--- config.mk ---
export PLATFORM = sky130hd
export DESIGN_NAME = split_pwm
export DESIGN_NICKNAME = d
export VERILOG_FILES = /design/src/rtl/spwm_pkg.sv /design/src/rtl/spwm_counter.sv /design/src/rtl/spwm_channel.sv /design/src/rtl/split_pwm.sv
export SDC_FILE = /design/constraint.sdc
export NUM_CORES = 1
export LEC_CHECK = 0
export BUFFER_PORTS_ARGS = -buffer_cell sky130_fd_sc_hd__buf_2
export CORE_ASPECT_RATIO = 0.5
export CORE_MARGIN = 4
export CORE_UTILIZATION = 61
export DETAILED_ROUTE_END_ITERATION = 6
export HOLD_SLACK_MARGIN = 0.06
export PLACE_DENSITY = 0.79
export SLEW_MARGIN = 30
export SYNTH_ARGS = -nofsm -noshare
export SYNTH_HDL_FRONTEND = slang
export SYNTH_SLANG_ARGS = --single-unit
--- constraint.sdc ---
create_clock -name clk -period 4.16 [get_ports clk]
set_input_delay 0.832 -clock clk [delete_from_list [all_inputs] [get_ports clk]]
set_output_delay 0.832 -clock clk [all_outputs]
set_load 0.05 [all_outputs]
--- src/rtl/spwm_pkg.sv ---
// Package: spwm_pkg
// Shared definitions for the split-aligned PWM. Holds the alignment
// choice that selects how a channel views the shared count.
package spwm_pkg;

    // Where a channel's pulse sits inside the period.
    typedef enum logic {
        ALIGN_START = 1'b0,   // compare against the count as it runs upward
        ALIGN_END   = 1'b1    // compare against the complemented count
    } align_e;

endpackage

--- src/rtl/spwm_counter.sv ---
// Module: spwm_counter
// The free-running period count that all channels share. It steps once
// per clock and wraps naturally at 2^RES. It also flags the final count
// of the period, which the channels use to load their new duty values.
// Assumes: a synchronous active-low reset, and RES >= 2.
module spwm_counter #(
    parameter int RES = 8
) (
    input  logic           clk,
    input  logic           rst_n,
    output logic [RES-1:0] cnt,
    output logic           last
);

    localparam logic [RES-1:0] TOP = {RES{1'b1}};

    // Advance the period count, or clear it on reset.
    always_ff @(posedge clk) begin
        if (!rst_n) cnt <= '0;
        else        cnt <= cnt + 1'b1;
    end

    // Mark the last count of the period.
    always_comb last = (cnt == TOP);

    // the count steps by one everywhere except at the top.
    assert_count_step_R1: assert property (@(posedge clk) disable iff (!rst_n)
        !last |=> (cnt == RES'($past(cnt) + 1'b1)));

    // the count returns to zero after the top.
    assert_count_wrap_R1: assert property (@(posedge clk) disable iff (!rst_n)
        last |=> (cnt == '0));

endmodule

--- src/rtl/spwm_channel.sv ---
// Module: spwm_channel
// One PWM channel. It holds a shadow duty register that the write port
// fills, an active duty register that loads from the shadow on the
// wrap edge, and a comparator. ALIGN chooses whether the comparator
// sees the count itself or its complement.
// Assumes: cnt and last come from spwm_counter in the same clock domain.
module spwm_channel
    import spwm_pkg::*;
#(
    parameter int     RES   = 8,
    parameter align_e ALIGN = ALIGN_START
) (
    input  logic           clk,
    input  logic           rst_n,
    input  logic           wr_hit,
    input  logic [RES-1:0] wr_duty,
    input  logic [RES-1:0] cnt,
    input  logic           last,
    output logic           pwm
);

    localparam logic [RES-1:0] FULL = {RES{1'b1}};

    logic [RES-1:0] shadow_q;
    logic [RES-1:0] active_q;
    logic [RES-1:0] view;

    // Capture a written duty in the shadow register.
    always_ff @(posedge clk) begin
        if (!rst_n)      shadow_q <= '0;
        else if (wr_hit) shadow_q <= wr_duty;
    end

    // Move the shadow duty into use only at the end of a period.
    always_ff @(posedge clk) begin
        if (!rst_n)    active_q <= '0;
        else if (last) active_q <= shadow_q;
    end

    // Pick the channel's view of the count according to its alignment.
    generate
        if (ALIGN == ALIGN_END) begin : g_end
            always_comb view = ~cnt;
        end else begin : g_start
            always_comb view = cnt;
        end
    endgenerate

    // Drive the output high while the viewed count is under the duty.
    always_comb pwm = (view < active_q);

    // the active duty is stable away from the wrap edge.
    assert_hold_active_R5: assert property (@(posedge clk) disable iff (!rst_n)
        !last |=> $stable(active_q));

    // at the wrap edge the active duty takes the shadow value.
    assert_load_active_R5: assert property (@(posedge clk) disable iff (!rst_n)
        last |=> (active_q == $past(shadow_q)));

    // a zero duty never lets the output go high.
    assert_zero_low_R6: assert property (@(posedge clk) disable iff (!rst_n)
        (active_q == '0) |-> !pwm);

    // a full-scale duty is low only on the single count set by its alignment.
    generate
        if (ALIGN == ALIGN_END) begin : g_full_end
            assert_full_gap_R7: assert property (@(posedge clk) disable iff (!rst_n)
                (active_q == FULL && !pwm) |-> (cnt == '0));
        end else begin : g_full_start
            assert_full_gap_R7: assert property (@(posedge clk) disable iff (!rst_n)
                (active_q == FULL && !pwm) |-> last);
        end
    endgenerate

endmodule

--- src/rtl/split_pwm.sv ---
// Module: split_pwm
// Top of the split-aligned multichannel PWM. One shared count drives
// NUM_CH channels. The lower half of the channels are start-aligned and
// the upper half end-aligned. A single write port decodes the channel
// index to one shadow register.
// Assumes: NUM_CH is even and at least 2, RES >= 2, and reset is synchronous.
module split_pwm
    import spwm_pkg::*;
#(
    parameter int NUM_CH = 8,
    parameter int RES    = 8
) (
    input  logic                      clk,
    input  logic                      rst_n,
    input  logic                      wr_en,
    input  logic [$clog2(NUM_CH)-1:0] wr_ch,
    input  logic [RES-1:0]            wr_duty,
    output logic [NUM_CH-1:0]         pwm_out
);

    localparam int CH_W = $clog2(NUM_CH);
    localparam int HALF = NUM_CH / 2;

    logic [RES-1:0] cnt;
    logic           last;

    spwm_counter #(.RES(RES)) u_counter (
        .clk   (clk),
        .rst_n (rst_n),
        .cnt   (cnt),
        .last  (last)
    );

    // Create one channel per output. The first half is start-aligned.
    generate
        for (genvar i = 0; i < NUM_CH; i++) begin : g_ch
            localparam align_e CH_ALIGN = (i < HALF) ? ALIGN_START : ALIGN_END;
            logic hit;

            // Decode the write port for this channel.
            always_comb hit = wr_en && (wr_ch == CH_W'(i));

            spwm_channel #(.RES(RES), .ALIGN(CH_ALIGN)) u_ch (
                .clk     (clk),
                .rst_n   (rst_n),
                .wr_hit  (hit),
                .wr_duty (wr_duty),
                .cnt     (cnt),
                .last    (last),
                .pwm     (pwm_out[i])
            );
        end
    endgenerate

endmodule

== Yosys cells after proc, flatten, opt, wreduce, memory -nomap -nowiden ==
Cells that the tools add are included.
Cells by class
  order comparisons: 8
  eq/ne operators: 8
  reduce and logical (&&, ||, !) cells: 9
  add/sub/neg operators: 1
  multiplexer cells: 0
  divide/modulo/power cells: 0
  bitwise logic cells: 1
  shift-type cells: 0
  $mul: 0
Operators with widths (number)
  $lt A8 B8 Y1: 8
  $eq A3 B3 Y1 const B: 4
  $add A8 B1 Y8 const B: 1
  $eq A8 B8 Y1 const B: 1
  $logic_and A1 B1 Y1: 8
  $not A8 Y8: 1
  $eq A3 B2 Y1 const B: 2
  $eq A3 B1 Y1 const B: 1
  $logic_not A3 Y1: 1
Storage, ports and cells
  memories: 0
  input bits: 14
  word-level logic and storage cells: 44
  bits in read-only memories: 0
  output and inout bits: 8
  latch bits: 0
  flip-flop bits (word level): 136
  RAM bits: 0

== Longest topological paths before layout ==
  depth in word-level cells: 2
  mapped depth: 8
  gate-level depth less buffers: 5

== Hierarchy ==
From an unflattened synthesis, not the netlist that was laid out.
Unflattened totals
  cell total of the unflattened synthesis: 682
  area total of the unflattened synthesis: 6756.5 µm²
Modules (own cells, without submodules)
  spwm_channel at g_ch[4].u_ch ...: cells each 84, instances 4, area each 808.3 µm², sequential area each 320.3 µm²
  spwm_channel at g_ch[0].u_ch ...: cells each 76, instances 4, area each 775.7 µm², sequential area each 320.3 µm²
  spwm_counter: cells each 34, instances 1, area each 324.1 µm², sequential area each 160.2 µm²
  split_pwm: cells each 8, instances 1, area each 96.3 µm², sequential area each 0.0 µm²

== Least setup slack after synthesis ==
No wires, ideal clock.
  path kind: reg-to-output
  start point: register u_counter.cnt[6]
  end point: output pwm_out[5]
  setup slack: 1787 ps
  cell stages (with the launch flop): 7
  buffers on the path: 1
  data required time: 3328 ps
  arrival: 1541 ps
  cells stage by stage: dfxtp_1 -> inv_1 -> ha_1 -> a21o_1 -> a21o_1 -> a41oi_1 -> buf_4
Between the ends
  word-level cells in the longest chain between the ends: 2
RTL lines
  from (decl): line spwm_counter.sv:11  | output logic [RES-1:0] cnt,
  from (signal assigned): line spwm_counter.sv:20  | else cnt <= cnt + 1'b1;
  $not A8 Y8: line spwm_channel.sv:43  | always_comb view = ~cnt;
  $lt A8 B8 Y1: line spwm_channel.sv:50  | always_comb pwm = (view < active_q);
  to (decl): line split_pwm.sv:18  | output logic [NUM_CH-1:0] pwm_out
No other way between the ends.

== Worst setup path after layout ==
  start point: register u_counter.cnt[1]
  end point: output pwm_out[5]
Same word-level chain as after synthesis.

==> results.md <==
- Status: complete, but fails checks
- Failing checks: design-rule violations
- Register-to-Register Path Depth: 6
- DR DRC count: 1
- Finished Cell Area: 7200 µm²
- Post-Synthesis Cell Area: 6540 µm²
- RSZ-0062 raised after global routing: no
- Leakage Power: 2.55 nW
- Routed len/inst: 16.4 µm
- FILL cells: 793
- Synthesized Nets: 872
- Avg Inst Size Synth: 8.17 µm²
- Worst Skew: 0.00616 ns
- # clock sinks: 136
- Mux cell area share after synthesis: 1.22%
- Hold WC Path Type: flop to flop
- Initial Util: 63.2%
- Vias in the first global route: 5044
- Worst Setup EP: pwm_out[5]
- First-pass GRT wire length: 25200 µm
- Critical-path top delay cell: dfxtp_1
- Layout cells sized above 1: 7.25%
- 1st-iter DRT viols: 498
- Sequential share of the synthesized area: 41.6%
- Post-cts resize count: 0
- Final hold vios: 0
- Max-slew violation count: 0
- H-tree Lvls: 4
- CP max FO: 8
- Die area: 12500 µm²
- Worst slew pin tran: 0.784 ns
- Hpwl dp: 9790 µm
- CTS tree: done
- Post-CTS Hold Buffers: 0
- Crit path arrival time: 2.40 ns
- Post-synthesis xor/xnor area fraction: 0.669%
- Placed instance area: 6570 µm²
- Clk root buf: clkbuf_16
- Max_cap viols: 0
- Final setup fails: 0
- Port Buffers: 21
- Pwr/cell area: 433 nW/µm²
- Adder-cell share of the synthesized area: 10.9%
- Worst Path Required: 3.33 ns
- DRT Pass-1 Iters: 7
- Maximum operating frequency: 0.309 GHz
- Crit Path Class: flop to primary output
- Worst-path cell chain: inv_1 -> ha_1 -> a211oi_1 -> o21ai_0 -> a41oi_1 -> buf_2
- CP endpoint kind: primary output
- N_diodes: 0
- Largest family of logic cells by synthesized area: simple AND/OR/NAND/NOR gates
- Compound-cell area share of the yosys netlist: 17.2%
- Post-Synth Simple-Gate Area: 20.2%
- Die width: 154 µm
- Cells after Synth: 801
- Register Area: 2720 µm²
- Yosys reg bits: 136
- Antenna violations before repair: 0
- Final WL: 15400 µm
- Final setup TNS: 0 ns
- Nets: 859
- Post-CTS Setup Bufs: 0
- Worst VDD drop: 0.263 mV
- Library cells used by synthesis: 35
- Crit path time final: 3.23 ns
- R2r setup slk: 2.07 ns
- Hold path start: g_ch[7].u_ch.active_q[4]$_SDFFE_PN0N_
- Syn. warnings: 0
- DIE HEIGHT: 81.2 µm
- Grt ovf: 0
- Clock buffer depth: 2
- Maximum number of pins on one net before global-route repair: 201
- Vias: 5319
- GPL Wtd Cong: 0.907
- Stages on the worst setup path: 6
- P&R area growth vs syn: 10.1%
- Core Region: 10300 µm²
- Launching point of the worst reg2reg path: u_counter.cnt[0]$_SDFF_PN0_
- CP Buf/Inv Count: 2
- # IOs: 22
- Top delay family on crit path: compound AO/OA/AOI/OAI gates
- Worst Setup SP: u_counter.cnt[1]$_SDFF_PN0_
- Avg Vias per Cell: 5.66
- RR Endpoint: g_ch[4].u_ch.active_q[1]$_SDFFE_PN0N_
- Slew Limit Headroom: 47.5%
- Number of clock buffers inserted by TritonCTS: 17
- Overall routing resource usage: 26.1%
- Post-route antenna net violation count: 0
- Clk_lat worst skew: 0.42 ns
- Area of the multi-input gates: 3290 µm²
- Crit start category: flop
- Period utilization: 77.8%
- Worst-path clk slew: 0.06 ns
- Row count: 26
- Largest stage delay, worst path: 0.51 ns
-- cell usage after synthesis --
| cell type | n | area share (%) |
|---|---|---|
| nor2_1 | 8 | 0.46 |
| nand4_1 | 2 | 0.19 |
| clkbuf_1 | 22 | 1.3 |
| o21ai_0 | 73 | 5.6 |
| nor2b_1 | 12 | 1.1 |
| o211ai_1 | 7 | 0.80 |
| a211oi_1 | 9 | 1.0 |
| and2_1 | 6 | 0.57 |
| xnor2_1 | 4 | 0.54 |
| nor3_4 | 1 | 0.25 |
| o22ai_1 | 1 | 0.096 |
| or3_1 | 2 | 0.19 |
| buf_2 | 17 | 1.3 |
| buf_4 | 9 | 1.0 |
| a21boi_0 | 50 | 5.7 |
| nor3_2 | 2 | 0.31 |
| clkbuf_2 | 5 | 0.38 |
| a21o_1 | 14 | 1.6 |
| a21boi_1 | 7 | 0.80 |
| a41oi_1 | 7 | 0.94 |
| dfxtp_1 | 136 | 42 |
| buf_6 | 2 | 0.34 |
| nand2b_1 | 7 | 0.67 |
| nand2_1 | 187 | 11 |
| mux2i_1 | 8 | 1.2 |
| a21oi_1 | 7 | 0.54 |
| o21ai_1 | 1 | 0.076 |
| and3_1 | 1 | 0.096 |
| nor3_1 | 2 | 0.15 |
| inv_1 | 63 | 3.6 |
| nand3_1 | 69 | 5.3 |
| ha_1 | 57 | 11 |
| xor2_1 | 1 | 0.13 |
| nand3_2 | 1 | 0.15 |
| buf_8 | 1 | 0.23 |
-- layout by cell type (no fill, tap or decap), drive strengths merged --
master	Yosys	routed
nor2b	12	12
a21o	14	14
nand2b	7	7
clkinvlp	0	2
or3	2	2
ha	57	57
dfxtp	136	136
clkinv	0	5
xnor2	4	4
o211ai	7	7
xor2	1	1
inv	63	64
o21ai	74	74
a21oi	7	7
bufinv	0	5
and2	6	6
clkbuf	27	18
buf	29	24
a41oi	7	7
nor3	5	5
o22ai	1	1
a211oi	9	9
a21boi	57	57
nand2	187	187
nor2	8	8
and3	1	1
nand3	70	70
mux2i	8	8
nand4	2	2
-- routing by layer --
layer,vias to the layer above,track usage [%],part of all wire [%]
met1,2485,34.3,46
met2,159,42.4,45
met5,-,0,0
li1,2646,-,-
met3,29,6.65,6.7
met4,0,8.72,1.6
-- through the flow --
step / power, mW / std cells / setup WS [ns] / hold slack (ns) / util (%)
detailed placement: 1.53 / 909 / 1.37 / 0.447 / 63.5
CTS: 3.14 / 940 / 0.921 / 0.456 / 69.6
global route: 3.22 / 940 / 0.822 / 0.470 / 69.6
finish: 3.12 / 940 / 0.925 / 0.451 / 69.6
floorplan: 1.49 / 801 / 1.79 / 0.428 / -
global placement: 1.52 / 909 / 1.44 / 0.441 / 63.5
-- power by group --
part           internal, mW  switching, mW  total [mW]
clock network          1.06          0.560        1.62
registers              1.32         0.0138        1.33
logic                0.0507          0.120       0.170
-- area by class of cell --
| class | instances | share of cell area, % |
|---|---|---|
| repair buffers | 24 | 1.98 |
| multi-input cells | 546 | 45.7 |
| flip-flops and latches | 136 | 37.8 |
| clock inverters | 13 | 2.82 |
| well taps | 140 | 2.43 |
| clock buffers | 18 | 5.96 |
| inverters | 63 | 3.28 |
-- worst min path at each step --
stage	to	depth (start not counted)	slack (ns)
global route	g_ch[2].u_ch.shadow_q[3]$_SDFFE_PN0P_	2	0.47
finish	g_ch[7].u_ch.active_q[4]$_SDFFE_PN0N_	2	0.45
floorplan	g_ch[7].u_ch.active_q[4]$_SDFFE_PN0N_	2	0.43
CTS	g_ch[2].u_ch.shadow_q[7]$_SDFFE_PN0P_	2	0.46
detailed placement	g_ch[2].u_ch.shadow_q[7]$_SDFFE_PN0P_	2	0.45
global placement	g_ch[7].u_ch.active_q[4]$_SDFFE_PN0N_	2	0.44
-- worst register-to-register path, stage by stage (launching register included) --
cell     delay (ns)
dfxtp_1        0.61
ha_1           0.29
nand2_1        0.10
nor3_4         0.13
buf_4          0.52
nand3_1        0.21
o21ai_0        0.14
-- sequential cells by signal, summed over array words and instances (netlist names) --
name,flops
u_counter.cnt,8
g_ch.u_ch.shadow_q,64
g_ch.u_ch.active_q,64
-- kinds of logic (layout without fill, tap and decap cells) --
family | after synthesis | in the layout
muxes | 8 | 8
DFF | 136 | 136
and+or+nand+nor | 300 | 300
adders and majority gates | 57 | 57
xor gates and xnor gates | 5 | 5
AOI/OAI and AO/OA | 176 | 176
buffers and inverters | 119 | 118
Note: power is estimated with default switching activity, not from simulation.
